**config.mk**
```make
export PLATFORM = sky130hd
export DESIGN_NAME = chopper_bridge
export DESIGN_NICKNAME = d
export VERILOG_FILES = /design/src/rtl/chop_pkg.sv /design/src/rtl/chop_period_timer.sv /design/src/rtl/chop_phase_ctrl.sv /design/src/rtl/chop_dead_gate.sv /design/src/rtl/chop_openload.sv /design/src/rtl/chopper_bridge.sv
export SDC_FILE = /design/constraint.sdc
export NUM_CORES = 1
export LEC_CHECK = 0
export ABC_AREA = 1
export BUFFER_PORTS_ARGS = -buffer_cell sky130_fd_sc_hd__buf_2
export CAP_MARGIN = 20
export CORE_MARGIN = 4
export CORE_UTILIZATION = 42
export DETAILED_ROUTE_END_ITERATION = 6
export PLACE_DENSITY_LB_ADDON = 0.25
export SLEW_MARGIN = 20
export SYNTH_ARGS = -nofsm -noshare
export SYNTH_HDL_FRONTEND = slang
export SYNTH_SLANG_ARGS = --single-unit
```
**constraint.sdc**
```tcl
create_clock -name clk -period 2.6 [get_ports clk]
set_input_delay 0.13 -clock clk [delete_from_list [all_inputs] [get_ports clk]]
set_output_delay 0.13 -clock clk [all_outputs]
set_load 0.01 [all_outputs]
```
**src/rtl/chop_pkg.sv**
```systemverilog
`timescale 1ns/1ps
package chop_pkg;

   typedef enum logic [1:0] {
      PH_OFF   = 2'd0,
      PH_DRIVE = 2'd1,
      PH_FAST  = 2'd2,
      PH_SLOW  = 2'd3
   } phase_e;

   typedef enum logic [1:0] {
      DK_SLOW  = 2'd0,
      DK_FAST  = 2'd1,
      DK_MIXED = 2'd2,
      DK_AUTO  = 2'd3
   } decay_e;

   typedef struct packed {
      logic [1:0] hs;
      logic [1:0] ls;
   } gates_t;

   // Requested switch pattern for a phase; index 0/1 selects the half bridge
   function automatic gates_t phase_gates(input phase_e ph, input logic fwd);
      gates_t g;
      g.hs = 2'b00;
      g.ls = 2'b00;
      case (ph)
         PH_DRIVE: begin
            g.hs = fwd ? 2'b01 : 2'b10;
            g.ls = fwd ? 2'b10 : 2'b01;
         end
         PH_FAST: begin
            g.hs = fwd ? 2'b10 : 2'b01;
            g.ls = fwd ? 2'b01 : 2'b10;
         end
         PH_SLOW: g.hs = 2'b11;
         default: ;
      endcase
      return g;
   endfunction

endpackage

```
**src/rtl/chop_period_timer.sv**
```systemverilog
`timescale 1ns/1ps
module chop_period_timer #(
   parameter int PERIOD_CLKS = 64
) (
   input  logic clk,
   input  logic rst_n,
   input  logic run,
   input  logic restart,
   output logic pstart
);
   localparam int CW = (PERIOD_CLKS > 2) ? $clog2(PERIOD_CLKS) : 1;
   localparam logic [CW-1:0] LAST = CW'(PERIOD_CLKS - 1);

   logic [CW-1:0] cnt;

   always_ff @(posedge clk) begin
      if (!rst_n) begin
         cnt <= '0;
      end else if (!run || restart || cnt == LAST) begin
         cnt <= '0;
      end else begin
         cnt <= cnt + 1'b1;
      end
   end

   assign pstart = run && (cnt == '0);


   step_restart_chk: assert property (@(posedge clk) disable iff (!rst_n)
      restart && run ##1 run |-> pstart);


   cnt_range_chk: assert property (@(posedge clk) disable iff (!rst_n)
      cnt <= LAST);

endmodule

```
**src/rtl/chop_phase_ctrl.sv**
```systemverilog
`timescale 1ns/1ps
module chop_phase_ctrl
   import chop_pkg::*;
#(
   parameter int LIM_W           = 5,
   parameter int FT_W            = 6,
   parameter bit AUTO_FALL_MIXED = 1'b1
) (
   input  logic             clk,
   input  logic             rst_n,
   input  logic             run,
   input  logic             pstart,
   input  logic             step,
   input  logic [LIM_W-1:0] limit_mag,
   input  logic [1:0]       decay_sel,
   input  logic             mix_by_sense,
   input  logic [FT_W-1:0]  fast_time,
   input  logic             hs_over_lim,
   input  logic             ls_under_lim,
   output phase_e           phase,
   output logic             reached,
   output logic             active
);
   logic [LIM_W-1:0] last_lim;
   logic             rising;
   decay_e           fall_mode;
   decay_e           sel_mode;
   decay_e           eff_mode;
   logic             mixing;
   logic [FT_W-1:0]  fcnt;
   logic [FT_W:0]    fcnt_next;
   logic             fast_done;

   // Setpoint history for auto decay
   always_ff @(posedge clk) begin
      if (!rst_n) begin
         last_lim <= '0;
         rising   <= 1'b0;
      end else if (step) begin
         rising   <= (limit_mag > last_lim);
         last_lim <= limit_mag;
      end
   end

   generate
      if (AUTO_FALL_MIXED) begin : g_fall_mixed
         assign fall_mode = DK_MIXED;
      end else begin : g_fall_fast
         assign fall_mode = DK_FAST;
      end
   endgenerate

   assign sel_mode = decay_e'(decay_sel);

   always_comb begin
      if (sel_mode == DK_AUTO) begin
         eff_mode = rising ? DK_SLOW : fall_mode;
      end else begin
         eff_mode = sel_mode;
      end
   end

   assign fcnt_next = {1'b0, fcnt} + 1'b1;
   assign fast_done = mix_by_sense ? ls_under_lim : (fcnt_next >= {1'b0, fast_time});

   always_ff @(posedge clk) begin
      if (!rst_n || !run) begin
         phase  <= PH_OFF;
         mixing <= 1'b0;
         fcnt   <= '0;
      end else if (pstart) begin
         phase  <= PH_DRIVE;
         mixing <= 1'b0;
         fcnt   <= '0;
      end else begin
         case (phase)
            PH_DRIVE: begin
               if (hs_over_lim) begin
                  case (eff_mode)
                     DK_SLOW: phase <= PH_SLOW;
                     DK_FAST: begin
                        phase  <= PH_FAST;
                        mixing <= 1'b0;
                     end
                     default: begin
                        phase  <= PH_FAST;
                        mixing <= 1'b1;
                        fcnt   <= '0;
                     end
                  endcase
               end
            end
            PH_FAST: begin
               if (mixing) begin
                  if (fast_done) begin
                     phase  <= PH_SLOW;
                     mixing <= 1'b0;
                  end else begin
                     fcnt <= fcnt_next[FT_W-1:0];
                  end
               end
            end
            PH_SLOW: ;
            default: phase <= PH_OFF;
         endcase
      end
   end

   // Per-period limit tracking for open-load
   always_ff @(posedge clk) begin
      if (!rst_n || !run) begin
         reached <= 1'b0;
         active  <= 1'b0;
      end else begin
         if (pstart) begin
            reached <= 1'b0;
         end else if (phase == PH_DRIVE && hs_over_lim) begin
            reached <= 1'b1;
         end
         if (phase == PH_DRIVE) begin
            active <= 1'b1;
         end
      end
   end


   drive_exit_chk: assert property (@(posedge clk) disable iff (!rst_n)
      (phase != PH_DRIVE) && $past(phase == PH_DRIVE) && $past(run) && run |-> $past(hs_over_lim));


   slow_entry_chk: assert property (@(posedge clk) disable iff (!rst_n)
      (phase == PH_SLOW) && $past(phase != PH_SLOW) |-> $past(phase == PH_DRIVE || (phase == PH_FAST && mixing)));


   fast_hold_chk: assert property (@(posedge clk) disable iff (!rst_n)
      (phase == PH_FAST) && !mixing && run && !pstart |=> phase == PH_FAST);


   auto_slow_chk: assert property (@(posedge clk) disable iff (!rst_n)
      $past(run && !pstart && phase == PH_DRIVE && hs_over_lim && decay_sel == 2'd3 && rising) && run
      |-> phase == PH_SLOW);

endmodule

```
**src/rtl/chop_dead_gate.sv**
```systemverilog
`timescale 1ns/1ps
module chop_dead_gate #(
   parameter int DT_UNIT = 2,
   parameter int SLEW_W  = 2
) (
   input  logic              clk,
   input  logic              rst_n,
   input  logic              run,
   input  logic              want_hs,
   input  logic              want_ls,
   input  logic [SLEW_W-1:0] slew_sel,
   output logic              hs_q,
   output logic              ls_q
);
   localparam int DMAX = DT_UNIT * (2 ** SLEW_W);
   localparam int CW   = $clog2(DMAX + 1);

   logic [CW-1:0] dead_len;
   logic [CW-1:0] cnt;
   logic          hs_nxt;
   logic          ls_nxt;
   logic          turn_off;

   assign dead_len = CW'(DT_UNIT * (int'(slew_sel) + 1));

   // A switch already on may stay on; a new turn-on waits for the other
   // switch to be off and the dead-time counter to be empty.
   assign hs_nxt   = want_hs && (hs_q || (!ls_q && cnt == '0));
   assign ls_nxt   = want_ls && (ls_q || (!hs_q && cnt == '0));
   assign turn_off = (hs_q && !hs_nxt) || (ls_q && !ls_nxt);

   always_ff @(posedge clk) begin
      if (!rst_n || !run) begin
         hs_q <= 1'b0;
         ls_q <= 1'b0;
         cnt  <= '0;
      end else begin
         hs_q <= hs_nxt;
         ls_q <= ls_nxt;
         if (turn_off) begin
            cnt <= dead_len;
         end else if (cnt != '0) begin
            cnt <= cnt - 1'b1;
         end
      end
   end

   // Independent gap measurement for the checks below
   logic [CW:0] idle_run;
   always_ff @(posedge clk) begin
      if (!rst_n || !run) begin
         idle_run <= '1;
      end else if (hs_q || ls_q) begin
         idle_run <= '0;
      end else if (idle_run != '1) begin
         idle_run <= idle_run + 1'b1;
      end
   end


   no_shoot_chk: assert property (@(posedge clk) disable iff (!rst_n)
      !(hs_q && ls_q));


   dead_gap_chk: assert property (@(posedge clk) disable iff (!rst_n)
      ($rose(hs_q) || $rose(ls_q)) |-> idle_run >= {1'b0, dead_len});

endmodule

```
**src/rtl/chop_openload.sv**
```systemverilog
`timescale 1ns/1ps
module chop_openload #(
   parameter int OL_CYCLES = 15
) (
   input  logic clk,
   input  logic rst_n,
   input  logic run,
   input  logic pstart,
   input  logic active,
   input  logic reached,
   output logic open_load
);
   localparam int OW = $clog2(OL_CYCLES + 1);
   localparam logic [OW-1:0] OL_MAX = OW'(OL_CYCLES);

   logic [OW-1:0] miss;

   always_ff @(posedge clk) begin
      if (!rst_n || !run) begin
         miss <= '0;
      end else if (pstart && active) begin
         if (reached) begin
            miss <= '0;
         end else if (miss != OL_MAX) begin
            miss <= miss + 1'b1;
         end
      end
   end

   assign open_load = (miss == OL_MAX);


   ol_rise_chk: assert property (@(posedge clk) disable iff (!rst_n)
      $rose(open_load) |-> $past(pstart));


   ol_clear_chk: assert property (@(posedge clk) disable iff (!rst_n)
      $fell(open_load) && $past(run) |-> $past(reached));

endmodule

```
**src/rtl/chopper_bridge.sv**
```systemverilog
`timescale 1ns/1ps
module chopper_bridge
   import chop_pkg::*;
#(
   parameter int PERIOD_CLKS     = 64,
   parameter int LIM_W           = 5,
   parameter int FT_W            = 6,
   parameter int SLEW_W          = 2,
   parameter int DT_UNIT         = 2,
   parameter int OL_CYCLES       = 15,
   parameter bit AUTO_FALL_MIXED = 1'b1
) (
   input  logic              clk,
   input  logic              rst_n,
   input  logic              bridge_en,
   input  logic              dir_fwd,
   input  logic              step_pulse,
   input  logic [LIM_W-1:0]  limit_mag,
   input  logic [1:0]        decay_sel,
   input  logic              mix_by_sense,
   input  logic [FT_W-1:0]   fast_time,
   input  logic [SLEW_W-1:0] slew_sel,
   input  logic              hs_over_lim,
   input  logic              ls_under_lim,
   input  logic              pwm_out_en,
   output logic [1:0]        gate_hs,
   output logic [1:0]        gate_ls,
   output logic              pwm_duty,
   output logic              pwm_duty_oe,
   output logic              open_load
);
   localparam int NHALF = 2;

   generate
      if (PERIOD_CLKS < 8) begin : g_bad_period
         $error("PERIOD_CLKS must be at least 8");
      end
      if (DT_UNIT < 1) begin : g_bad_dt
         $error("DT_UNIT must be at least 1");
      end
      if (OL_CYCLES < 1) begin : g_bad_ol
         $error("OL_CYCLES must be at least 1");
      end
      if (LIM_W < 1 || FT_W < 1 || SLEW_W < 1) begin : g_bad_width
         $error("field widths must be positive");
      end
   endgenerate

   logic       pstart;
   phase_e     phase;
   logic       reached;
   logic       active;
   gates_t     want;
   logic [1:0] hs_raw;
   logic [1:0] ls_raw;

   chop_period_timer #(.PERIOD_CLKS(PERIOD_CLKS)) u_timer (
      .clk     (clk),
      .rst_n   (rst_n),
      .run     (bridge_en),
      .restart (step_pulse),
      .pstart  (pstart)
   );

   chop_phase_ctrl #(
      .LIM_W           (LIM_W),
      .FT_W            (FT_W),
      .AUTO_FALL_MIXED (AUTO_FALL_MIXED)
   ) u_phase (
      .clk          (clk),
      .rst_n        (rst_n),
      .run          (bridge_en),
      .pstart       (pstart),
      .step         (step_pulse),
      .limit_mag    (limit_mag),
      .decay_sel    (decay_sel),
      .mix_by_sense (mix_by_sense),
      .fast_time    (fast_time),
      .hs_over_lim  (hs_over_lim),
      .ls_under_lim (ls_under_lim),
      .phase        (phase),
      .reached      (reached),
      .active       (active)
   );

   always_comb want = phase_gates(phase, dir_fwd);

   generate
      for (genvar h = 0; h < NHALF; h++) begin : g_half
         chop_dead_gate #(.DT_UNIT(DT_UNIT), .SLEW_W(SLEW_W)) u_dg (
            .clk      (clk),
            .rst_n    (rst_n),
            .run      (bridge_en),
            .want_hs  (want.hs[h]),
            .want_ls  (want.ls[h]),
            .slew_sel (slew_sel),
            .hs_q     (hs_raw[h]),
            .ls_q     (ls_raw[h])
         );


         port_excl_chk: assert property (@(posedge clk) disable iff (!rst_n)
            !(gate_hs[h] && gate_ls[h]));
      end
   endgenerate

   chop_openload #(.OL_CYCLES(OL_CYCLES)) u_ol (
      .clk       (clk),
      .rst_n     (rst_n),
      .run       (bridge_en),
      .pstart    (pstart),
      .active    (active),
      .reached   (reached),
      .open_load (open_load)
   );

   assign gate_hs     = hs_raw & {NHALF{bridge_en}};
   assign gate_ls     = ls_raw & {NHALF{bridge_en}};
   assign pwm_duty    = (phase == PH_DRIVE) && pwm_out_en && bridge_en;
   assign pwm_duty_oe = pwm_out_en;


   disable_clear_chk: assert property (@(posedge clk) disable iff (!rst_n)
      !$past(bridge_en) |-> (hs_raw == 2'b00 && ls_raw == 2'b00));


   duty_start_chk: assert property (@(posedge clk) disable iff (!rst_n)
      $rose(pwm_duty) && $past(bridge_en) && $past(pwm_out_en) |-> $past(pstart));

endmodule

```
==> impl_results.md, run 1 <==
- Total GRT Usage: approximately 14%
- CP arrival: around 2.4 ns
- Yosys reg bits: 39
- Outcome: finished, final reports clean
- Synth area leaders: dfxtp_1 (34%), ha_1 (10%), nand2_1 (9.7%)
- Critical path fanouts, max: 12
- Vias post-DR: roughly 2,000
- Flop pwr share: 55.3%
- Minimum clock period: ~2.2 ns
- Sink Count: 39
- GP Congestion: approximately 0.80
- Synth area leader: dfxtp_1
- Initial antenna violation count: 0
- Setup TNS Final: 0 ns
- Vias per Instance: just under 5
- Max incr delay on CP: about 0.38 ns
- Synthesized cell area: about 2300 um2
- Area growth, synth to finish: 12.0%
- Setup Viol. Count Final: 0
- Chip width: 81.8 um
- Post-CTS sizing: 0
- Final ANT Viol Nets: 0
- WP data required: 2.78 ns
- Power share of the clock group: 32.9%
- Rows: 26
- Slowest-stage cell, CP: dfxtp_1
- Mux cell area share after synthesis: 0%
- CTS Hold Bufs: 0
- Avg Cell Area, Syn: 7.13 um2
- Share of the synthesized area in the top cell type: between 30 and 40%
- Kind of critical path: reg2reg
- DRT Wirelength: roughly 4400 um
- Hold Violations, Final: 0
- Num CTS Buffers: 5
- Int Pwr: between 0.8 and 0.9 mW
- Setup crit end kind: flip-flop
- Worst min-delay path category: in2reg
- Worst-skew pair later-pin latency: between 0.2 and 0.3 ns
- Crit-path cells: ha_1 > nand2_2 > inv_2 > nand2_4 > xor2_1 > ha_1 > nand3_1 > nand3_1 > a21oi_2 > nand2_2 > nand3_2 > nand3b_4 > a21oi_1 > nor2_1
- Top FF cell, synth: dfxtp_1
- Simple-Gate Fraction of Synth Area: around a quarter
- Slew Limit Headroom: 68.0%
- Top Ports: 31
- Worst-path clk slew: around 0.07 ns
- Clk_skew: around 0.0030 ns
- Startpoint types: flip-flop
- CTS tree: built
- Power share of the combinational group: between 10% and 20%
- CTS Buffer Depth: 2
- Initial DRT Pass Iterations: 4
- Clk root buf: clkbuf_8
- Sw Pwr: approximately 0.27 mW
- Adder-Cell Fraction of Synth Area: 10.4%
- Largest family of logic cells by synthesized area: simple AND/OR/NAND/NOR gates
- Power per cell area: around 430 nW/um2
- Core Footprint: between 5000 and 6000 um2
- Full die area: between 6000 and 7000 um2
- H-tree levels: 2
- Global-route wire length before repair: 7640 um
- Leak pwr: between 1 and 1.5 nW
- Number of fill cells: roughly 550
- Async SR Flop Fraction: 0%
- Final worst-path setup slack: between 0.4 and 0.5 ns
- Wire length per cell: roughly 10 um
- Tcrit/Tclk final: 83.9%
- Worst-Margin Slew: 0.480 ns
- DPL Wire Length: 3440 um
- CP startpoint: u_phase.fcnt[0]$_SDFFE_PP0P_
- RSZ-0062 raised after global routing: false
- Count of cell types in the netlist: 37
- Nets: 396
- Worst hold start: step_pulse
- Synthesized instance count: roughly 320
- Register area share after synthesis: approximately a third
- GRT Residual Overflow: 0
- Switch share: 24.5%
- Synth top cells by count: nand2_1 (59), inv_1 (56), dfxtp_1 (39)
- Syn nets: 364
- Largest net degree at the start of global routing: 13
- Buffers on Ports: 30
- Fmax: between 400 and 500 MHz
- Vias in the first global route: around 1,800
- RR Startpoint: u_phase.fcnt[0]$_SDFFE_PP0P_
- EDFF count, synth: 0
- Post-CTS Setup Bufs: 0
- Layout cells sized above 1: between 10% and 20%
- Antenna cell count: 0
- Worst slack at placement: approximately 0.43 ns
- Worst VDD drop: 0.262 mV
- DRC viols: 0
- Post-synthesis compound-gate area fraction: between 10% and 20%
- Most frequent cell after synthesis: nand2_1
- Slew Viols, Final: 0
- Initial DRC Count: 98
- XOR/XNOR Fraction of Synth Area: 1.53%
- Die Y-Extent: just over 80 um
- Max Cap Viol: 0
- Initial core utilization: about 44%
- YS warnings: 0
==> stage by stage <==
| step | cell area (um2) | utilization, % | power [mW] | std cells | hold WS (ns) |
|---|---|---|---|---|---|
| 6_report | 2560 | 49.2 | 1.11 | 422 | 0.0644 |
| 5_1_grt | 2560 | 49.2 | 1.18 | 422 | 0.0836 |
| 4_1_cts | 2560 | 49.2 | 1.13 | 422 | 0.0545 |
| 3_5_place_dp | 2490 | 47.8 | 0.761 | 416 | 0.363 |
| 3_3_place_gp | 2490 | 47.8 | 0.758 | 416 | 0.360 |
| 2_1_floorplan | 2290 | - | 0.720 | 321 | 0.223 |
==> sequential cells by signal (all words and copies together), names as in the netlist <==
signal / flops
g_half.u_dg.ls_q: 2
u_phase.mixing: 1
u_timer.cnt: 6
u_phase.phase: 2
g_half.u_dg.hs_q: 2
g_half.u_dg.cnt: 8
u_phase.active: 1
u_ol.miss: 4
u_phase.reached: 1
u_phase.fcnt: 6
u_phase.rising: 1
u_phase.last_lim: 5
==> final timing paths <==
path              slack [ns]  cells past startpoint                            endpoint
setup / recovery        0.42                     14        u_phase.fcnt[3]$_SDFFE_PP0P_
hold / removal          0.06                      2         u_phase.rising$_SDFFE_PN0P_
setup reg to reg        0.42                     14        u_phase.fcnt[3]$_SDFFE_PP0P_
hold reg to reg         0.46                      1  g_half[0].u_dg.cnt[0]$_SDFFE_PP0P_
==> power groups by stage <==
stage               clock (mW)  combinational [mW]  sequential, mW
finish                   0.367               0.131           0.616
global route             0.408               0.154           0.617
CTS                      0.382               0.132           0.616
detailed placement           0               0.131           0.630
global placement             0               0.129           0.629
floorplan                    0              0.0919           0.628
==> cell usage in the layout, fill, tap and decap left out, types with 4 or more instances in the layout <==
| cell | synthesis | layout |
|---|---|---|
| ha_1 | 19 | 19 |
| clkbuf_8 | 0 | 5 |
| nor3_1 | 6 | 6 |
| xor2_1 | 4 | 4 |
| buf_2 | 2 | 30 |
| nand2_1 | 59 | 59 |
| nor2_1 | 30 | 30 |
| inv_1 | 56 | 56 |
| dfxtp_1 | 39 | 39 |
| a21oi_1 | 29 | 29 |
| inv_2 | 7 | 7 |
| nand3_1 | 12 | 12 |
| o21ai_0 | 18 | 18 |
==> layer usage <==
metal	up-vias	routed length [um]	GRT usage, %
li1	1091	-	-
met4	0	57	4.49
met5	-	0	0
met3	7	207	3.62
met1	890	2150	17.9
met2	38	2000	24.4
==> cell type report <==
type	instances	area [um2]	area share, %
clock buffers	6	72.6	2.83
inverters	64	240	9.38
multi-input cells	213	1230	48.0
flip-flops and latches	39	781	30.5
well taps	70	87.6	3.42
repair buffers	30	150	5.86
==> cell families (layout without fill, tap and decap cells) <==
logic type,after synthesis,in the layout
buffers and inverters,69,100
DFF,39,39
adders and majority gates,19,19
AOI/OAI and AO/OA,63,63
xor gates and xnor gates,4,4
and+or+nand+nor,127,127
==> worst max-delay path, delay by kind of cell, from the launching register on <==
kind / cells / cell delay (ns)
and+or+nand+nor: 8 / 0.62
adders and majority gates: 2 / 0.49
DFF: 1 / 0.38
AOI/OAI and AO/OA: 2 / 0.29
xor gates and xnor gates: 1 / 0.22
buffers and inverters: 1 / 0.08
Note: power is estimated with default switching activity, not from simulation.
==> run 2, diff against run 1 <==
clock period = 1.84 ns   (was 2.6 ns; I/O delays follow)
==> run 2 against run 1 <==
The flow now finishes with violations (negative setup slack). Setup slack worse by 0.61 ns. Clock skew is 0.0042 ns higher. Clock-buffer cell count is 1 lower. Largest cell class unchanged. Largest power group unchanged. Highest routed layer unchanged.
==> impl_results.md, run 2 (same netlist as run 1, synthesis figures left out) <==
- Buffers on Ports: 30
- Failing checks: negative setup slack
- Flop pwr share: approximately 53%
- Die Y-Extent: between 80 and 90 um
- Tcrit/Tclk final: 111%
- Full die area: approximately 6700 um2
- Largest net degree at the start of global routing: 13
- Hold Violations, Final: 0
- Max reg flops: 8
- Initial DRC Count: 146
- Placed insts: approximately 430
- H-tree levels: 2
- Worst-skew pair later-pin latency: between 0.2 and 0.3 ns
- Rows: 26
- Vias post-DR: just over 2,000
- Outcome: finished with violations
- Worst-path clk slew: 0.08 ns
- Wire length per cell: 10.7 um
- Reg with most FFs: g_half.u_dg.cnt
- Vias in the first global route: roughly 1,900
- Startpoint types: flip-flop
- Total power: around 1.6 mW
- DRT Wirelength: between 4000 and 5000 um
- Core Footprint: roughly 5200 um2
- Minimum clock period: roughly 2.0 ns
- Sink Count: 39
- Power share of the combinational group: a little over an eighth
- Most frequent cells in the layout: inv_1 (56), nand2_1 (53), dfxtp_1 (34)
- Clk_skew: ~0.0072 ns
- RSZ-0062 raised after global routing: true
- Int Pwr: 1.21 mW
- Leak pwr: approximately 1.4 nW
- CP arrival: 2.22 ns
- Vias per Instance: 4.66
- Kind of critical path: reg2reg
- Area growth, synth to finish: 25.1%
- DRC viols: 0
- Sw Pwr: around 0.43 mW
- CTS tree: built
- GP Congestion: 0.804
- Top Ports: 31
- Chip width: 81.8 um
- Slew Limit Headroom: slightly below 70%
- Layout cells sized above 1: 29.2%
- Global-route wire length before repair: between 7000 and 8000 um
- Clk root buf: clkbuf_8
- Final worst-path setup slack: -0.195 ns
- Initial core utilization: around 44%
- WP data required: ~2 ns
- Total GRT Usage: ~15%
- Critical path fanouts, max: 6
- Switch share: a little over a quarter
- Hold WS: roughly 0.022 ns
- Num CTS Buffers: 5
- Fin util: 55.0%
- Worst min-delay path category: in2reg
- Nets: a little over 400
- Setup crit end kind: flip-flop
- Power share of the clock group: between 30% and 40%
- Initial DRT Pass Iterations: 6
- Antenna cell count: 0
- Final ANT Viol Nets: 0
- GRT Residual Overflow: 0
- CTS Buffer Depth: 2
- Worst-Margin Slew: 0.484 ns
- Worst VDD drop: 0.341 mV
- CTS Hold Bufs: 0
- Initial antenna violation count: 0
- Slew Viols, Final: 0
- Setup Viol. Count Final: 9
- DPL Wire Length: 3550 um
- Power per cell area: about 570 nW/um2
- Commonest non-fill, non-tap cell in the layout: inv_1
- Non-filler instance count after layout: roughly 440
- Max Cap Viol: 0
- Largest regs: g_half.u_dg.cnt x8, u_phase.fcnt x6, u_timer.cnt x6
- Fmax: 492 MHz
run 2: cell count changes in the layout (fill, tap and decap cells not counted), moves of 2 or more:
cell      before  now
nand2_2        3    8
a21oi_2        1    5
a21oi_1       29   24
dfxtp_2        0    4
dfxtp_1       39   34
buf_4          0   18
nand3_2        1    4
nand3_1       12    8
ha_4           0    2
ha_1          19   16
clkinv_2       0    3
nand2_1       59   53
run 2: final timing paths:
| check | slack [ns] | cells after the start | endpoint | startpoint |
|---|---|---|---|---|
| setup / recovery | -0.19 | 14 | u_phase.fcnt[2]$_SDFFE_PP0P_ | u_phase.fcnt[1]$_SDFFE_PP0P_ |
| hold / removal | 0.02 | 2 | u_phase.last_lim[0]$_SDFFE_PN0P_ | step_pulse |
| setup reg to reg | -0.19 | 14 | u_phase.fcnt[2]$_SDFFE_PP0P_ | u_phase.fcnt[1]$_SDFFE_PP0P_ |
| hold reg to reg | 0.44 | 1 | u_timer.cnt[0]$_SDFF_PP0_ | u_timer.cnt[0]$_SDFF_PP0_ |
run 2: layer usage:
metal	up-vias	wire (um)	track usage, %
li1	1131	-	-
met1	895	2260	18.7
met2	28	2210	25.1
met3	11	173	2.96
met4	0	95	5.98
met5	-	0	0
run 2: timing repair:
item,4_1_cts,5_1_grt
pin swaps,3,4
cloned,1,0
buffers inserted,2,3
endpoints found under the setup margin,9,11
gates resized for setup,8,17
run 2: metrics by stage:
stage | worst slack [ns] | TNS [ns] | area (um2)
2_1_floorplan | -0.104 | -0.597 | 2340
3_3_place_gp | -0.136 | -0.914 | 2640
3_5_place_dp | -0.200 | -1.36 | 2640
4_1_cts | -0.148 | -1.09 | 2790
5_1_grt | -0.299 | -2.43 | 2860
6_report | -0.195 | -1.37 | 2860
run 2: worst max-delay path, stage by stage, from the launching register on:
cell and delay, ns:
dfxtp_4 0.38, ha_4 0.14, nand2_2 0.05, inv_2 0.06, nand2_4 0.05, xor2_2 0.15
ha_1 0.30, nand3_2 0.08, nand3_2 0.08, a21oi_4 0.14, nand2_4 0.08, nand3_4 0.09
nand3b_4 0.14, a21oi_1 0.15, nor2_1 0.05
run 2: power groups by stage:
stage | registers, mW | logic, mW | clock network [mW]
2_1_floorplan | 0.888 | 0.133 | 0
3_3_place_gp | 0.889 | 0.193 | 0
3_5_place_dp | 0.890 | 0.196 | 0
4_1_cts | 0.868 | 0.204 | 0.576
5_1_grt | 0.871 | 0.244 | 0.616
6_report | 0.869 | 0.214 | 0.557
run 2: cell type report:
| cell class | count | area [um2] |
|---|---|---|
| clock inverter | 3 | 15.0 |
| inverter | 64 | 240 |
| timing repair buffer | 48 | 285 |
| tap | 70 | 87.6 |
| multi-input combinational | 214 | 1380 |
| fill | 502 | 2340 |
| clock buffer | 5 | 68.8 |
| sequential | 39 | 790 |
==> run 3, diff against run 2 <==
ABC_AREA = unset   (was 1)
CORE_MARGIN = 5   (was 4)
SYNTH_HIERARCHICAL = 1   (was unset)
==> run 3 against run 2 <==
The flow still finishes with violations (negative setup slack). Global-route usage rose by 0.93 points. Largest cell class unchanged. Wire length up 23%. Non-clock buffer count is 21 higher. Critical endpoint is now u_phase/phase[0]$_SDFFE_PP0P_. Flip-flop and latch count stayed put. Setup slack worse by 0.20 ns.
==> impl_results.md, run 3 <==
- Minimum clock period: 2.23 ns
- Largest regs: g_half.u_dg/cnt x8, u_phase/fcnt x6, u_timer/cnt x6
- Power per cell area: around 570 nW/um2
- Synthesized instance count: 294
- Buffers on Ports: 30
- GP Congestion: about 0.86
- Vias in the first global route: 2,214
- Most frequent cells in the layout: buf_4 (38), dfxtp_1 (33), buf_2 (30)
- Synthesized cell area: between 2000 and 2500 um2
- Top FF cell, synth: dfxtp_1
- Most frequent cell after synthesis: dfxtp_1
- Reg with most FFs: g_half.u_dg/cnt
- Hold Violations, Final: 0
- Nets: roughly 400
- Core Footprint: between 5000 and 6000 um2
- Vias post-DR: ~2,400
- Top Ports: 31
- Worst VDD drop: 0.377 mV
- Sink Count: 39
- Antenna cell count: 0
- Tcrit/Tclk final: 121%
- Area growth, synth to finish: 29.7%
- YS warnings: 6
- Max reg flops: 8
- Total power: between 1.5 and 2 mW
- Async SR Flop Fraction: 0%
- Count of cell types in the netlist: between 50 and 60
- WP data required: between 2 and 2.5 ns
- CTS tree: built
- Slew Viols, Final: 0
- Leak pwr: 1.32 nW
- Setup Viol. Count Final: 9
- Fmax: 448 MHz
- GRT Residual Overflow: 0
- Number of fill cells: 551
- Yosys reg bits: 39
- Total GRT Usage: about 16%
- CTS Hold Bufs: 0
- CTS Buffer Depth: 2
- Die Y-Extent: 86.7 um
- DRC viols: 0
- Wire length per cell: between 10 and 15 um
- Commonest non-fill, non-tap cell in the layout: buf_4
- Failing checks: negative setup slack
- Synth area leader: dfxtp_1
- Clk root buf: clkbuf_8
- Global-route wire length before repair: a little under 10,000 um
- Chip width: ~87 um
- Full die area: between 7000 and 8000 um2
- Register area share after synthesis: a little under a third
- EDFF count, synth: 0
- Share of the synthesized area in the top cell type: 31.6%
- Setup crit end kind: flip-flop
- Largest net degree at the start of global routing: 19
- RSZ-0062 raised after global routing: true
- Final worst-path setup slack: -0.390 ns
- Final ANT Viol Nets: 0
- Worst min-delay path category: in2reg
- Critical path fanouts, max: 9
- Synth area leaders: dfxtp_1 (32%), ha_1 (10%), nand2_1 (4.1%)
- Syn nets: ~340
- Worst-skew pair later-pin latency: ~0.29 ns
- Initial DRC Count: 91
- Initial antenna violation count: 0
- DRT Wirelength: around 5800 um
- Max Cap Viol: 0
- Slew Limit Headroom: around three quarters
- Kind of critical path: reg2reg
- Worst-path clk slew: approximately 0.080 ns
- Avg Cell Area, Syn: roughly 8.4 um2
- Clk_skew: around 0.0076 ns
- Layout cells sized above 1: 30.9%
- Num CTS Buffers: 5
- Initial DRT Pass Iterations: 5
- Outcome: finished with violations
- Synth top cells by count: dfxtp_1 (39), nand2_1 (27), ha_1 (20)
- H-tree levels: 2
- Vias per Instance: about 5.3
- CP arrival: between 2 and 2.5 ns
- Startpoint types: flip-flop
- Post-route cell area: between 3000 and 4000 um2
- DP Area: 2980 um2
- DPL Wire Length: 4490 um
- Initial core utilization: 42.5%
- Worst-Margin Slew: between 0.3 and 0.4 ns
- Rows: 28
run 3: cell types whose count changed after synthesis, sizes merged, moves of 10 or more:
cell   delta
nor2     -13
a21oi    -16
nor2b    +10
nand2    -35
o21ai    -11
inv      -45
run 3: worst max-delay path: stages, from the launching register on:
cell,delay [ns]
dfxtp_4,0.38
ha_4,0.16
nand3_4,0.09
xnor2_2,0.13
ha_1,0.30
and3_4,0.21
a211oi_4,0.06
buf_6,0.14
or4_4,0.41
a32o_1,0.25
run 3: kinds of logic (layout without fill, tap and decap cells):
kind of cell | after synthesis | in the layout | synth area share, %
AND/OR/NAND/NOR | 130 | 130 | 29.3
AO/OA/AOI/OAI | 67 | 67 | 19.5
flip-flops | 39 | 39 | 31.6
buffers and inverters | 23 | 95 | 3.80
adder cells (fa/ha/maj) | 20 | 20 | 10.1
XOR/XNOR | 9 | 9 | 3.19
multiplexers | 6 | 6 | 2.43
run 3: repair_timing:
item                                    in CTS  in global routing
endpoints found under the setup margin       9                 12
setup buffers                                9                  0
resized for setup                            9                  7
pin swaps                                    7                  5
run 3: power by group:
| part | leakage [nW] | internal (mW) | switching [mW] |
|---|---|---|---|
| logic | 0.939 | 0.115 | 0.129 |
| clock network | 0.0581 | 0.404 | 0.319 |
| registers | 0.320 | 0.853 | 0.0103 |
run 3: layer usage:
| layer | global-route usage [%] | vias to the layer above | share of wire (%) |
|---|---|---|---|
| li1 | - | 1215 | - |
| met1 | 20.8 | 1092 | 48 |
| met2 | 26.3 | 43 | 46 |
| met3 | 3.23 | 6 | 5.3 |
| met4 | 4.96 | 0 | 1.2 |
| met5 | 0 | - | 0 |
run 3: area by class of cell:
| type | instances | area [um2] | share of cell area (%) |
|---|---|---|---|
| multi-input cells | 232 | 1690 | 52.7 |
| clock inverters | 3 | 43.8 | 1.37 |
| repair buffers | 69 | 447 | 13.9 |
| well taps | 75 | 93.8 | 2.93 |
| clock buffers | 5 | 68.8 | 2.15 |
| inverters | 18 | 67.6 | 2.11 |
| flip-flops and latches | 39 | 796 | 24.8 |
run 3: final timing paths:
kind / from / end / slack (ns) / depth (start not counted)
min: slew_sel[0] / g_half[1].u_dg/cnt[1]$_SDFFE_PP0P_ / 0.05 / 2
min reg2reg: u_phase/phase[1]$_SDFFE_PP0P_ / u_phase/phase[1]$_SDFFE_PP0P_ / 0.50 / 2
max reg2reg: u_phase/fcnt[1]$_SDFFE_PP0P_ / u_phase/phase[0]$_SDFFE_PP0P_ / -0.39 / 9
max: u_phase/fcnt[1]$_SDFFE_PP0P_ / u_phase/phase[0]$_SDFFE_PP0P_ / -0.39 / 9
run 3: per-stage QoR:
stage                     instances  TNS, ns  hold slack, ns  utilization (%)  worst slack (ns)
after floorplan                 294    -1.27           0.210                -            -0.225
after global placement          426    -2.22           0.368             51.2            -0.297
after detailed placement        426    -3.08           0.372             51.2            -0.420
after CTS                       441    -2.43          0.0439             54.6            -0.377
after global routing            441    -3.66          0.0545             55.1            -0.487
final                           441    -2.47          0.0515             55.1            -0.390
